<file path="src/rtl/wgc_pkg.sv">
// Shared command and lock codes for the write protection controller.
// Assumes the decoder presents commands as 3-bit codes.
package wgc_pkg;
    localparam logic [2:0] OP_NOP     = 3'd0;
    localparam logic [2:0] OP_SET_WEL = 3'd1;
    localparam logic [2:0] OP_CLR_WEL = 3'd2;
    localparam logic [2:0] OP_WR_LOCK = 3'd3;
    localparam logic [2:0] OP_WRITE   = 3'd4;

    localparam logic [2:0] LK_NONE  = 3'd0;
    localparam logic [2:0] LK_FIRST = 3'd1;
    localparam logic [2:0] LK_LAST  = 3'd2;
    localparam logic [2:0] LK_HALF  = 3'd7;
endpackage

</file>
<file path="src/rtl/wgc_lock_map.sv">
// Decides whether a page falls inside the locked region.
// Assumes at least four pages (PG_W >= 2); every region is page aligned.
module wgc_lock_map
    import wgc_pkg::*;
#(
    parameter int PG_W = 6
) (
    input  logic [2:0]      lock_sel,
    input  logic [PG_W-1:0] page,
    output logic            locked
);
    // Compare the page against the region picked by lock_sel.
    always_comb begin
        case (lock_sel)
            LK_NONE:  locked = 1'b0;
            LK_FIRST: locked = (page == '0);
            LK_LAST:  locked = (page == '1);
            LK_HALF:  locked = !page[PG_W-1];
            default:  locked = (page[PG_W-1 -: 2] == 2'(lock_sel - 3'd3));
        endcase
    end
endmodule

</file>
<file path="src/rtl/wgc_cycle_timer.sv">
// Self-timed program cycle: busy for CYCLE_CLKS clocks after start.
// Assumes start is never raised while busy is high.
module wgc_cycle_timer #(
    parameter int CYCLE_CLKS = 40
) (
    input  logic clk,
    input  logic rst_n,
    input  logic start,
    output logic busy,
    output logic done
);
    localparam int CNT_W = $clog2(CYCLE_CLKS + 1);

    logic [CNT_W-1:0] cnt;

    assign done = busy && (cnt == '0);

    // Load the count on start, count down, and drop busy on the last cycle.
    always_ff @(posedge clk) begin
        if (!rst_n) begin
            busy <= 1'b0;
            cnt  <= '0;
        end else if (start) begin
            busy <= 1'b1;
            cnt  <= CNT_W'(CYCLE_CLKS - 1);
        end else if (done) begin
            busy <= 1'b0;
        end else if (busy) begin
            cnt <= cnt - 1'b1;
        end
    end
endmodule

</file>
<file path="src/rtl/wr_guard_ctrl.sv">
// Write protection controller. It keeps the write enable latch and the
// lock field, and qualifies write commands against the latch, the protect
// pin, the lock region and the byte count. An accepted write is held until
// chip select rises, and it is cancelled if protect falls before then.
// Assumes command pulses last one cycle and arrive while cs_n is low.
module wr_guard_ctrl
    import wgc_pkg::*;
#(
    parameter int ADDR_W     = 10,
    parameter int PAGE_W     = 4,
    parameter int CYCLE_CLKS = 40
) (
    input  logic              clk,
    input  logic              rst_n,
    input  logic              cs_n,
    input  logic              wp_n,
    input  logic              cmd_valid,
    input  logic [2:0]        cmd_op,
    input  logic [ADDR_W-1:0] cmd_addr,
    input  logic [PAGE_W:0]   cmd_len,
    input  logic [2:0]        cmd_lock,
    output logic              arr_we,
    output logic [ADDR_W-1:0] arr_addr,
    output logic [PAGE_W:0]   arr_len,
    output logic [7:0]        status
);
    localparam int PG_W       = ADDR_W - PAGE_W;
    localparam int LEN_W      = PAGE_W + 1;
    localparam int PAGE_BYTES = 1 << PAGE_W;

    logic              wel, pend, cs_q, busy, done, page_locked;
    logic [2:0]        lock_q;
    logic [ADDR_W-1:0] pend_addr;
    logic [LEN_W-1:0]  pend_len;
    logic              take, len_ok, wr_ok, lock_ok, start, cancel;

    wgc_lock_map #(.PG_W(PG_W)) u_map (
        .lock_sel (lock_q),
        .page     (cmd_addr[ADDR_W-1:PAGE_W]),
        .locked   (page_locked)
    );

    wgc_cycle_timer #(.CYCLE_CLKS(CYCLE_CLKS)) u_timer (
        .clk   (clk),
        .rst_n (rst_n),
        .start (start),
        .busy  (busy),
        .done  (done)
    );

    // Qualify the incoming command and the commit and cancel events.
    always_comb begin
        take    = cmd_valid && !busy;
        len_ok  = (cmd_len != '0) && (cmd_len <= LEN_W'(PAGE_BYTES));
        wr_ok   = take && (cmd_op == OP_WRITE) && wel && wp_n && !page_locked && len_ok;
        lock_ok = take && (cmd_op == OP_WR_LOCK) && wel && wp_n;
        start   = cs_n && !cs_q && pend && wel;
        cancel  = pend && !cs_n && !wp_n;
    end

    // Write enable latch: set and clear commands, cleared by a lock write and at cycle end.
    always_ff @(posedge clk) begin
        if (!rst_n)
            wel <= 1'b0;
        else if (done || lock_ok)
            wel <= 1'b0;
        else if (take && cmd_op == OP_SET_WEL)
            wel <= 1'b1;
        else if (take && cmd_op == OP_CLR_WEL)
            wel <= 1'b0;
    end

    // Lock field, loaded by a qualified lock write.
    always_ff @(posedge clk) begin
        if (!rst_n)
            lock_q <= LK_NONE;
        else if (lock_ok)
            lock_q <= cmd_lock;
    end

    // Pending write: held until commit, cancellation or loss of the latch.
    always_ff @(posedge clk) begin
        if (!rst_n) begin
            pend      <= 1'b0;
            pend_addr <= '0;
            pend_len  <= '0;
        end else if (start || cancel || (cs_n && !cs_q) || !wel) begin
            pend <= 1'b0;
        end else if (wr_ok) begin
            pend      <= 1'b1;
            pend_addr <= cmd_addr;
            pend_len  <= cmd_len;
        end
    end

    // Chip select history, used to find its rising edge.
    always_ff @(posedge clk) begin
        if (!rst_n)
            cs_q <= 1'b1;
        else
            cs_q <= cs_n;
    end

    // Array strobe and the write it carries.
    always_ff @(posedge clk) begin
        if (!rst_n) begin
            arr_we   <= 1'b0;
            arr_addr <= '0;
            arr_len  <= '0;
        end else begin
            arr_we <= start;
            if (start) begin
                arr_addr <= pend_addr;
                arr_len  <= pend_len;
            end
        end
    end

    assign status = {3'b000, lock_q, wel, busy};
endmodule

</file>
<file path="config.mk">
export PLATFORM = sky130hd
export DESIGN_NAME = wr_guard_ctrl
export DESIGN_NICKNAME = d
export VERILOG_FILES = /design/src/rtl/wgc_pkg.sv /design/src/rtl/wgc_lock_map.sv /design/src/rtl/wgc_cycle_timer.sv /design/src/rtl/wr_guard_ctrl.sv
export SDC_FILE = /design/constraint.sdc
export NUM_CORES = 1
export LEC_CHECK = 0
export BUFFER_PORTS_ARGS = -buffer_cell sky130_fd_sc_hd__buf_2
export CORE_ASPECT_RATIO = 1.75
export CORE_MARGIN = 3
export CORE_UTILIZATION = 47
export DETAILED_ROUTE_END_ITERATION = 8
export PLACE_DENSITY = 0.72
export SYNTH_ARGS = -nofsm -noshare
export SYNTH_HDL_FRONTEND = slang
export SYNTH_SLANG_ARGS = --single-unit
</file>
<file path="constraint.sdc">
create_clock -name clk -period 1.9 [get_ports clk]
set_clock_uncertainty 0.05 [all_clocks]
set_input_delay 0.19 -clock clk [delete_from_list [all_inputs] [get_ports clk]]
set_output_delay 0.19 -clock clk [all_outputs]
set_load 0.1 [all_outputs]
</file>
==> run_results.csv, run 1 <==
group,metric,value,unit
cells_and_area,finalNetCount,307,
cells_and_area,fin_cells,325,
cells_and_area,num-fill-cells,388,
placement,gp_routability_congestion,0.7955,
clock_network,cts_buffers,5,
power_and_ir_drop,vdd_ir_drop_max,0.5482,mV
worst_setup_path,worstSetupPathType,"reg2reg",
sta,hold_viol,0,
placement,io_buffers,46,
synthesis,synth_area,2034,sq um
die,row_count,31,
detailed_routing,wirelength,4118,um
synthesis,async_reset_ff_frac,0,
sta,slew_headroom,0.6010,
worst_setup_path,r2r_slack,0.04,ns
power_and_ir_drop,p_sw_frac,0.2329,
synthesis,avgSynthCellArea,8.807,sq um
power_and_ir_drop,power_leakage,0.9668,nW
global_routing,grt_use_total,0.1632,
cells_and_area,area_growth,18.33,%
clock_network,htree_levels,2,
worst_setup_path,critPathRequiredTime,2.03,ns
worst_setup_path,reg2reg_depth,7,
clock_network,postCtsHoldBufs,0,
power_and_ir_drop,seq_power_share,0.582,
synthesis,syn_inst,231,
power_and_ir_drop,power_frac_comb,0.079,
sta,rsz0062_at_grt,"yes",
detailed_routing,drc,0,
clock_network,worstSkewPairLatency,0.29,ns
cells_and_area,drive_gt1_frac,0.2645,
sta,slew_violations,0,
synthesis,ys_seq_elements,44,
global_routing,grt_pass1_vias,1565,
synthesis,synth-main-ff-cell,"dfxtp_1",
clock_network,root_buffer,"clkbuf_8",
die,fp.dieW,55.74,um
die,dieArea,5185,sq um
worst_setup_path,worstSetupStartpointType,"register",
power_and_ir_drop,p_sw,0.3695,mW
die,core_area,4150,sq um
synthesis,netlist.area_leader.share,0.4330,
synthesis,ys_top_cells_by_area,"dfxtp_1 43%, nand2_1 12%, mux2i_1 8.9%",
detailed_routing,wl_per_cell,12.67,um
worst_setup_path,cp_num_cells,7,
sta,fin_ws,0.04155,ns
placement,dpl_worst_slack,0.04167,ns
min_path,hp-class,"in2reg",
synthesis,synth_edf_count,0,
sta,setup_violations,0,
worst_setup_path,cp.buffers_inverters,2,
sta,max_freq,0.5381,GHz
worst_setup_path,critPathSlowestCell,"or4_4",
detailed_routing,drt_iter0_drc,32,
detailed_routing,antenna_left,0,
placement,post-dp-hpwl,2931,um
sta,holdWs,0.06849,ns
worst_setup_path,critPathTopFamily,"simple AND/OR/NAND/NOR gates",
power_and_ir_drop,power.total,1.587,mW
synthesis,yosys.area.top_type,"dfxtp_1",
clock_network,cts_tree,"yes",
global_routing,grt_pass1_wl,6810,um
die,start_util,0.4902,
outcome,status,"finished, final reports clean",
power_and_ir_drop,power_frac_clock,0.339,
synthesis,yosysMostFrequentCell,"nand2_1",
die,ios,50,
worst_setup_path,cp_data_arrival_time,1.98,ns
sta,timing.final.crit_share,0.9781,
global_routing,grt_max_degree,26,
power_and_ir_drop,power_density,659.1,nW/um^2
run,drv_cap,0,
global_routing,antenna_found_initial,0,
clock_network,cts_buffer_depth,2,
die,die_y,93.04,um
synthesis,yosysSeqAreaShare,0.4330,
sta,worst_pin_slew,0.5973,ns
worst_setup_path,path_max_fanout,15,
global_routing,overflow,0,
synthesis,yosysWarningCount,0,
worst_setup_path,cp_slowest_stage_delay,0.48,ns
worst_setup_path,crit_chain,"ha_4, clkinvlp_4, or4_4, a31oi_4, nor3b_4, buf_12, mux2i_1",
synthesis,synth.distinct_cells,40,
detailed_routing,drt_pass1_iterations,4,
cells_and_area,diodes,0,
synthesis,yosys-top-cells-count,"66 x nand2_1, 44 x dfxtp_1, 19 x a21boi_1",
detailed_routing,vias,1637,
placement,placed_cells,318,
min_path,hold_depth,2,
clock_network,cts_num_sinks,44,
sta,period_minus_slack,1.858,ns
detailed_routing,vias_per_cell,5.037,
power_and_ir_drop,internal_power,1.217,mW
worst_setup_path,crit_path_end_kind,"register",
clock_network,clkTransAtPathRegs,0.08,ns
[registers in the layout, summed over array words and instances (netlist names)]
| register | flops |
|---|---|
| arr_we | 1 |
| pend_len | 5 |
| lock_q | 3 |
| pend_addr | 10 |
| u_timer.cnt | 6 |
| u_timer.busy | 1 |
| cs_q | 1 |
| pend | 1 |
| arr_len | 5 |
| wel | 1 |
| arr_addr | 10 |
[cells by family after synthesis]
kind of cell,Yosys count,synth area share
xor+xnor,7,0.03014
compound gates,30,0.1150
flops,44,0.4330
other cells,1,0.001843
buf+inv,23,0.06396
simple gates,103,0.2368
fa+ha+maj,5,0.03075
mux,18,0.08856
[layout make-up]
| type | instances | area [sq um] | share of cell area |
|---|---|---|---|
| Sequential cell | 44 | 889.6 | 0.3695 |
| Clock buffer | 7 | 76.32 | 0.03170 |
| Inverter | 6 | 26.28 | 0.01091 |
| Timing Repair Buffer | 53 | 295.3 | 0.1227 |
| Multi-Input combinational cell | 166 | 1059 | 0.4397 |
| Tap cell | 49 | 61.31 | 0.02547 |
[stage by stage]
stage | instance area [sq um] | setup TNS [ns] | utilization
floorplan | 2063 | -1.874 | -
global placement | 2320 | 0 | 0.5589
detailed placement | 2320 | 0 | 0.5589
CTS | 2396 | 0 | 0.5773
global route | 2407 | -0.1860 | 0.5800
finish | 2407 | 0 | 0.5800
[cells in the final DEF, fill, tap and decap left out, types with 2 or more instances in the layout]
cell / netlist / layout
and3_1: 2 / 2
mux2i_1: 18 / 18
ha_1: 5 / 4
nor2b_1: 4 / 4
xor2_1: 3 / 3
o21a_1: 2 / 2
nor3_1: 2 / 2
dfxtp_1: 44 / 41
buf_2: 0 / 46
nor2_1: 7 / 7
nand2_1: 66 / 66
dfxtp_4: 0 / 2
a21boi_1: 19 / 19
nand3_1: 5 / 5
conb_1: 1 / 3
xnor2_1: 4 / 4
inv_1: 5 / 4
clkbuf_1: 10 / 2
nand2b_1: 2 / 2
clkbuf_8: 0 / 5
nor4_1: 4 / 4
buf_4: 5 / 6
[final timing paths]
check,from,endpoint
worst max register to register,lock_q[1]$_SDFFE_PN0P_,pend_addr[0]$_SDFFE_PN0P_
worst max-delay path,lock_q[1]$_SDFFE_PN0P_,pend_addr[0]$_SDFFE_PN0P_
worst min-delay path,cs_n,cs_q$_SDFF_PN1_
worst min register to register,arr_addr[8]$_SDFFE_PN0P_,arr_addr[8]$_SDFFE_PN0P_
[metal layers]
layer	routed length [um]	part of all wire	up-vias	GRT usage
met2	2131	0.52	32	0.2984
li1	-	-	846	-
met5	0	0	-	0
met3	168	0.041	7	0.03867
met1	1750	0.42	752	0.1775
met4	67	0.016	0	0.06491
[repair_timing]
| item | in CTS | in global routing |
|---|---|---|
| setup endpoints to repair | 0 | 15 |
| resized for setup | 0 | 4 |
| buffers inserted | 0 | 1 |
[power groups by stage]
stage | sequential (mW) | combinational, mW | clock, mW
global placement | 0.945 | 0.125 | 0
CTS | 0.923 | 0.126 | 0.559
global route | 0.924 | 0.136 | 0.602
finish | 0.924 | 0.125 | 0.538
floorplan | 0.946 | 0.0843 | 0
detailed placement | 0.945 | 0.125 | 0
(Power assumes the default switching activity.)
==> run 2, diff against run 1 <==
--- a/config.mk
+++ b/config.mk
@@ -10,7 +10,8 @@
 export CORE_MARGIN = 3
 export CORE_UTILIZATION = 47
 export DETAILED_ROUTE_END_ITERATION = 8
-export PLACE_DENSITY = 0.72
+export HOLD_SLACK_MARGIN = 0.12
+export PLACE_DENSITY_LB_ADDON = 0.3
 export SYNTH_ARGS = -nofsm -noshare
 export SYNTH_HDL_FRONTEND = slang
 export SYNTH_SLANG_ARGS = --single-unit
==> constraint.sdc (replaced) <==
create_clock -name clk -period 1.9 [get_ports clk]
set_clock_uncertainty 0.05 [all_clocks]
set_input_delay 0.285 -clock clk [delete_from_list [all_inputs] [get_ports clk]]
set_output_delay 0.285 -clock clk [all_outputs]
set_load 0.1 [all_outputs]
==> run 2 against run 1 <==
Against the previous run:
- utilization grew 2.4 points
- first-iteration DRC count grew 56%
- sequential power is essentially flat
- non-clock buffer count grew 2
- sequential cell count is the same
- power grew 10%
- via count grew 1.1%
- largest cell class unchanged
- largest power group unchanged
==> run_results.csv, run 2 (synthesis gave the netlist of run 1 again) <==
group,metric,value,unit
clock_network,cts_buffers,5,
cells_and_area,num-fill-cells,378,
detailed_routing,drt_pass1_iterations,6,
worst_setup_path,crit_path_end_kind,"register",
global_routing,grt_pass1_wl,7058,um
cells_and_area,diodes,0,
cells_and_area,regArea,889.6,sq um
worst_setup_path,worstSetupPathType,"reg2reg",
clock_network,clkTransAtPathRegs,0.08,ns
global_routing,grt_max_degree,28,
global_routing,grt_pass1_vias,1594,
worst_setup_path,critPathRequiredTime,2.03,ns
power_and_ir_drop,power_density,698.5,nW/um^2
clock_network,cts_setup_buffers,0,
detailed_routing,drt_iter0_drc,50,
sta,fin_tns_setup,0,ns
power_and_ir_drop,power_leakage,1.005,nW
placement,placed_cells,319,
die,dieArea,5185,sq um
detailed_routing,vias,1655,
die,ios,50,
sta,timing.final.crit_share,0.9913,
global_routing,grt-busiest-layer,"met2",
global_routing,overflow,0,
global_routing,met3_usage,0.03315,
cells_and_area,fin_cells,328,
global_routing,grt_use_total,0.1693,
cells_and_area,drive_gt1_frac,0.2903,
sta,period_minus_slack,1.883,ns
cells_and_area,final_cell_mix,"66 x nand2_1, 46 x buf_2, 41 x dfxtp_1",
global_routing,grtUsageMet1,0.1940,
sta,setup_violations,0,
sta,slew_headroom,0.6505,
min_path,hp-class,"in2reg",
cells_and_area,finalNetCount,309,
die,row_count,31,
clock_network,worstSkewPairLatency,0.29,ns
cells_and_area,top_regs,"arr_addr x10, pend_addr x10, u_timer.cnt x6",
cells_and_area,area_growth,23.12,%
sta,hold_viol,0,
cells_and_area,final_common_cell,"nand2_1",
detailed_routing,vias_per_cell,5.046,
detailed_routing,wl_per_cell,12.60,um
die,die_y,93.04,um
placement,post-dp-hpwl,2954,um
run,drv_cap,0,
worst_setup_path,worstSetupStartpointType,"register",
placement,gp_routability_congestion,0.7802,
placement,io_buffers,46,
worst_setup_path,path_max_fanout,7,
cells_and_area,multiInputGateArea,1089,sq um
clock_network,cts_num_sinks,44,
detailed_routing,wirelength,4133,um
clock_network,root_buffer,"clkbuf_8",
sta,rsz0062_at_grt,"yes",
outcome,status,"finished, final reports clean",
global_routing,grt_use_met2,0.3004,
die,start_util,0.4902,
die,fp.dieW,55.74,um
sta,worst_pin_slew,0.5195,ns
sta,slew_violations,0,
detailed_routing,antenna_left,0,
worst_setup_path,cp_data_arrival_time,2.02,ns
clock_network,cts_buffer_depth,2,
sta,max_freq,0.5310,GHz
power_and_ir_drop,vdd_ir_drop_max,0.5894,mV
global_routing,antenna_found_initial,0,
cells_and_area,final_core_util,0.6036,
clock_network,htree_levels,2,
detailed_routing,drc,0,
power_and_ir_drop,power.total,1.750,mW
die,core_area,4150,sq um
clock_network,cts_tree,"yes",
[run 2: power breakdown]
| part | internal [mW] | total, mW | switching (mW) |
|---|---|---|---|
| clock network | 0.390 | 0.700 | 0.310 |
| logic | 0.0445 | 0.126 | 0.0816 |
| registers | 0.921 | 0.924 | 0.00289 |
[run 2: layer usage]
metal,vias up,wire (um)
met2,38,2197
met5,-,0
met1,763,1715
li1,850,-
met4,0,66
met3,4,153
[run 2: area by class of cell]
class | instances | share of cell area
Multi-Input combinational cell | 166 | 0.4346
Sequential cell | 44 | 0.3551
Timing Repair Buffer | 55 | 0.1324
Clock buffer | 6 | 0.02897
Tap cell | 49 | 0.02448
Clock inverter | 2 | 0.01399
Inverter | 6 | 0.01049
[run 2: final timing paths]
check,startpoint,to,slack (ns),cells after the start
max,lock_q[1]$_SDFFE_PN0P_,pend_addr[0]$_SDFFE_PN0P_,0.02,7
min,cs_n,cs_q$_SDFF_PN1_,0.14,2
max reg2reg,lock_q[1]$_SDFFE_PN0P_,pend_addr[0]$_SDFFE_PN0P_,0.02,7
min reg2reg,arr_len[0]$_SDFFE_PN0P_,arr_len[0]$_SDFFE_PN0P_,0.40,2
[run 2: critical path: stages (launching register included)]
cell and delay (ns):
dfxtp_4 0.40, ha_4 0.17, clkinvlp_4 0.06, or4_4 0.49, a31oi_4 0.23, nor3b_4 0.09
clkbuf_16 0.17, mux2i_1 0.11
[run 2: stage by stage]
stage	hold slack [ns]	setup WS, ns	cell area, sq um
after CTS	0.1345	0.01129	2435
after global placement	0.3892	0.06599	2327
after floorplan	0.3365	-0.1708	2063
final	0.1449	0.01662	2505
after detailed placement	0.3917	0.04224	2327
after global routing	0.1480	-0.03992	2505
[run 2: timing repair]
| item | in CTS | in global routing |
|---|---|---|
| hold endpoints to repair | 0 | 0 |
| resized for setup | 0 | 10 |
| endpoints found under the setup margin | 0 | 16 |
| hold buffers | 0 | 0 |
==> run 3, diff against run 2 <==
--- a/config.mk
+++ b/config.mk
@@ -8,10 +8,12 @@
 export BUFFER_PORTS_ARGS = -buffer_cell sky130_fd_sc_hd__buf_2
 export CORE_ASPECT_RATIO = 1.75
 export CORE_MARGIN = 3
-export CORE_UTILIZATION = 47
+export CORE_UTILIZATION = 49
+export CTS_BUF_LIST = sky130_fd_sc_hd__clkbuf_4 sky130_fd_sc_hd__clkbuf_8
 export DETAILED_ROUTE_END_ITERATION = 8
 export HOLD_SLACK_MARGIN = 0.12
 export PLACE_DENSITY_LB_ADDON = 0.3
+export SLEW_MARGIN = 25
 export SYNTH_ARGS = -nofsm -noshare
 export SYNTH_HDL_FRONTEND = slang
 export SYNTH_SLANG_ARGS = --single-unit
==> run 3 against run 2 <==
Against the previous run:
- critical endpoint is now pend_len[2]$_SDFFE_PN0P_
- register-to-register slack improved by 0.04 ns
- die area decreased by 3.7%
- critical path depth increased by 1
- combinational power about the same
- clock power increased by 0.9%
- critical path type unchanged
- worst setup slack improved by 0.036 ns
- highest routed layer unchanged
- first-iteration DRC count decreased by 64%
- power increased by 0.38%
- via count decreased by 0.36%
- cell count decreased by 0.91%
==> run_results.csv, run 3 (synthesis gave the netlist of run 1 again) <==
group,metric,value,unit
placement,gp_routability_congestion,0.7634,
clock_network,worstSkewPairLatency,0.29,ns
sta,worst_pin_slew,0.5671,ns
sta,fin_tns_setup,0,ns
clock_network,cts_buffers,5,
clock_network,postCtsHoldBufs,0,
sta,period_minus_slack,1.847,ns
global_routing,antenna_found_initial,0,
clock_network,root_buffer,"clkbuf_8",
detailed_routing,drc,0,
detailed_routing,wl_per_cell,12.16,um
worst_setup_path,r2r_slack,0.05,ns
cells_and_area,drive_gt1_frac,0.2780,
worst_setup_path,worstSetupStartpointType,"register",
detailed_routing,vias_per_cell,5.074,
die,die_y,91.24,um
worst_setup_path,crit_path_end_kind,"register",
min_path,hp-class,"in2reg",
global_routing,overflow,0,
worst_setup_path,critPathRequiredTime,2.06,ns
die,row_count,30,
sta,holdWs,0.1704,ns
run,drv_cap,0,
die,ios,50,
die,start_util,0.5162,
power_and_ir_drop,power_leakage,0.9884,nW
clock_network,cts_tree,"yes",
power_and_ir_drop,power.total,1.756,mW
sta,setup_violations,0,
clock_network,cts_buffer_depth,2,
detailed_routing,drt_iter0_drc,18,
sta,timing.final.crit_share,0.9722,
clock_network,clkTransAtPathRegs,0.08,ns
power_and_ir_drop,vdd_ir_drop_max,0.6076,mV
power_and_ir_drop,power_density,715.8,nW/um^2
detailed_routing,vias,1649,
clock_network,cts_num_sinks,44,
die,core_area,3941,sq um
cells_and_area,diodes,0,
worst_setup_path,crit_chain,"buf_4, ha_2, and2b_2, o22a_2, a31oi_4, nor3b_4, buf_12, mux2i_1",
cells_and_area,top_regs,"arr_addr x10, pend_addr x10, u_timer.cnt x6",
placement,io_buffers,46,
worst_setup_path,cp_slowest_stage_delay,0.35,ns
cells_and_area,num-fill-cells,387,
sta,slew_headroom,0.6211,
clock_network,htree_levels,2,
cells_and_area,final_cell_mix,"66 x nand2_1, 46 x buf_2, 41 x dfxtp_1",
min_path,hold_depth,2,
die,dieArea,4992,sq um
global_routing,grt_pass1_vias,1564,
detailed_routing,drt_pass1_iterations,4,
worst_setup_path,worstSetupPathType,"reg2reg",
cells_and_area,stdcell_area,2454,sq um
cells_and_area,finalNetCount,307,
global_routing,grt_max_degree,33,
sta,rsz0062_at_grt,"yes",
sta,slew_violations,0,
worst_setup_path,critPathSlowestCell,"dfxtp_4",
global_routing,grt_use_total,0.1753,
placement,placed_cell_area,2331,sq um
worst_setup_path,cp_num_cells,8,
worst_setup_path,cp.buffers_inverters,2,
sta,max_freq,0.5414,GHz
global_routing,grt_pass1_wl,6603,um
worst_setup_path,path_max_fanout,15,
worst_setup_path,critPathTopFamily,"simple AND/OR/NAND/NOR gates",
detailed_routing,antenna_left,0,
sta,hold_viol,0,
detailed_routing,wirelength,3952,um
placement,post-dp-hpwl,2871,um
die,fp.dieW,54.71,um
worst_setup_path,cp_data_arrival_time,2.01,ns
worst_setup_path,reg2reg_depth,8,
outcome,status,"finished, final reports clean",
cells_and_area,area_growth,20.60,%
cells_and_area,final_common_cell,"nand2_1",
-- run 3: routing by layer --
layer / part of all wire / GRT usage / up-vias / wire length, um
met3: 0.045 / 0.03941 / 7 / 176
met2: 0.53 / 0.3063 / 31 / 2108
met5: 0 / 0 / - / 0
met1: 0.40 / 0.1878 / 766 / 1592
li1: - / - / 845 / -
met4: 0.019 / 0.07484 / 0 / 74
-- run 3: stage by stage --
step	setup WS, ns	utilization	cells
after floorplan	-0.1708	-	233
after global routing	-0.006319	0.6225	325
after CTS	0.02544	0.6203	325
final	0.05277	0.6225	325
after detailed placement	0.01800	0.5914	317
after global placement	0.04171	0.5914	317
-- run 3: area by class of cell --
class                   count  area, sq um  share of cell area
multi-input cells         166         1061              0.4324
flip-flops and latches     44        889.6              0.3626
repair buffers             53        307.8              0.1254
clock buffers               6        76.32             0.03111
well taps                  48        60.06             0.02448
clock inverters             2        35.03             0.01428
inverters                   6        23.77            0.009689
-- run 3: path summary, 6_finish.rpt --
kind	endpoint	start
setup / recovery	pend_len[2]$_SDFFE_PN0P_	lock_q[0]$_SDFFE_PN0P_
hold / removal	cs_q$_SDFF_PN1_	cs_n
setup reg to reg	pend_len[2]$_SDFFE_PN0P_	lock_q[0]$_SDFFE_PN0P_
hold reg to reg	arr_addr[6]$_SDFFE_PN0P_	arr_addr[6]$_SDFFE_PN0P_
-- run 3: power breakdown --
part	internal, mW	switching, mW
clock	0.404	0.302
combinational	0.0458	0.0811
sequential	0.921	0.00274
-- run 3: repair_timing --
item / 4_1_cts / 5_1_grt
setup endpoints to repair: 2 / 15
cloned: 0 / 0
setup buffers: 0 / 5
pin swaps: 0 / 2
resized for setup: 2 / 2
-- run 3: worst register-to-register path: stages (launching register included) --
cell	delay [ns]
dfxtp_4	0.35
buf_4	0.15
ha_2	0.18
and2b_2	0.20
o22a_2	0.14
a31oi_4	0.05
nor3b_4	0.24
buf_12	0.19
mux2i_1	0.22
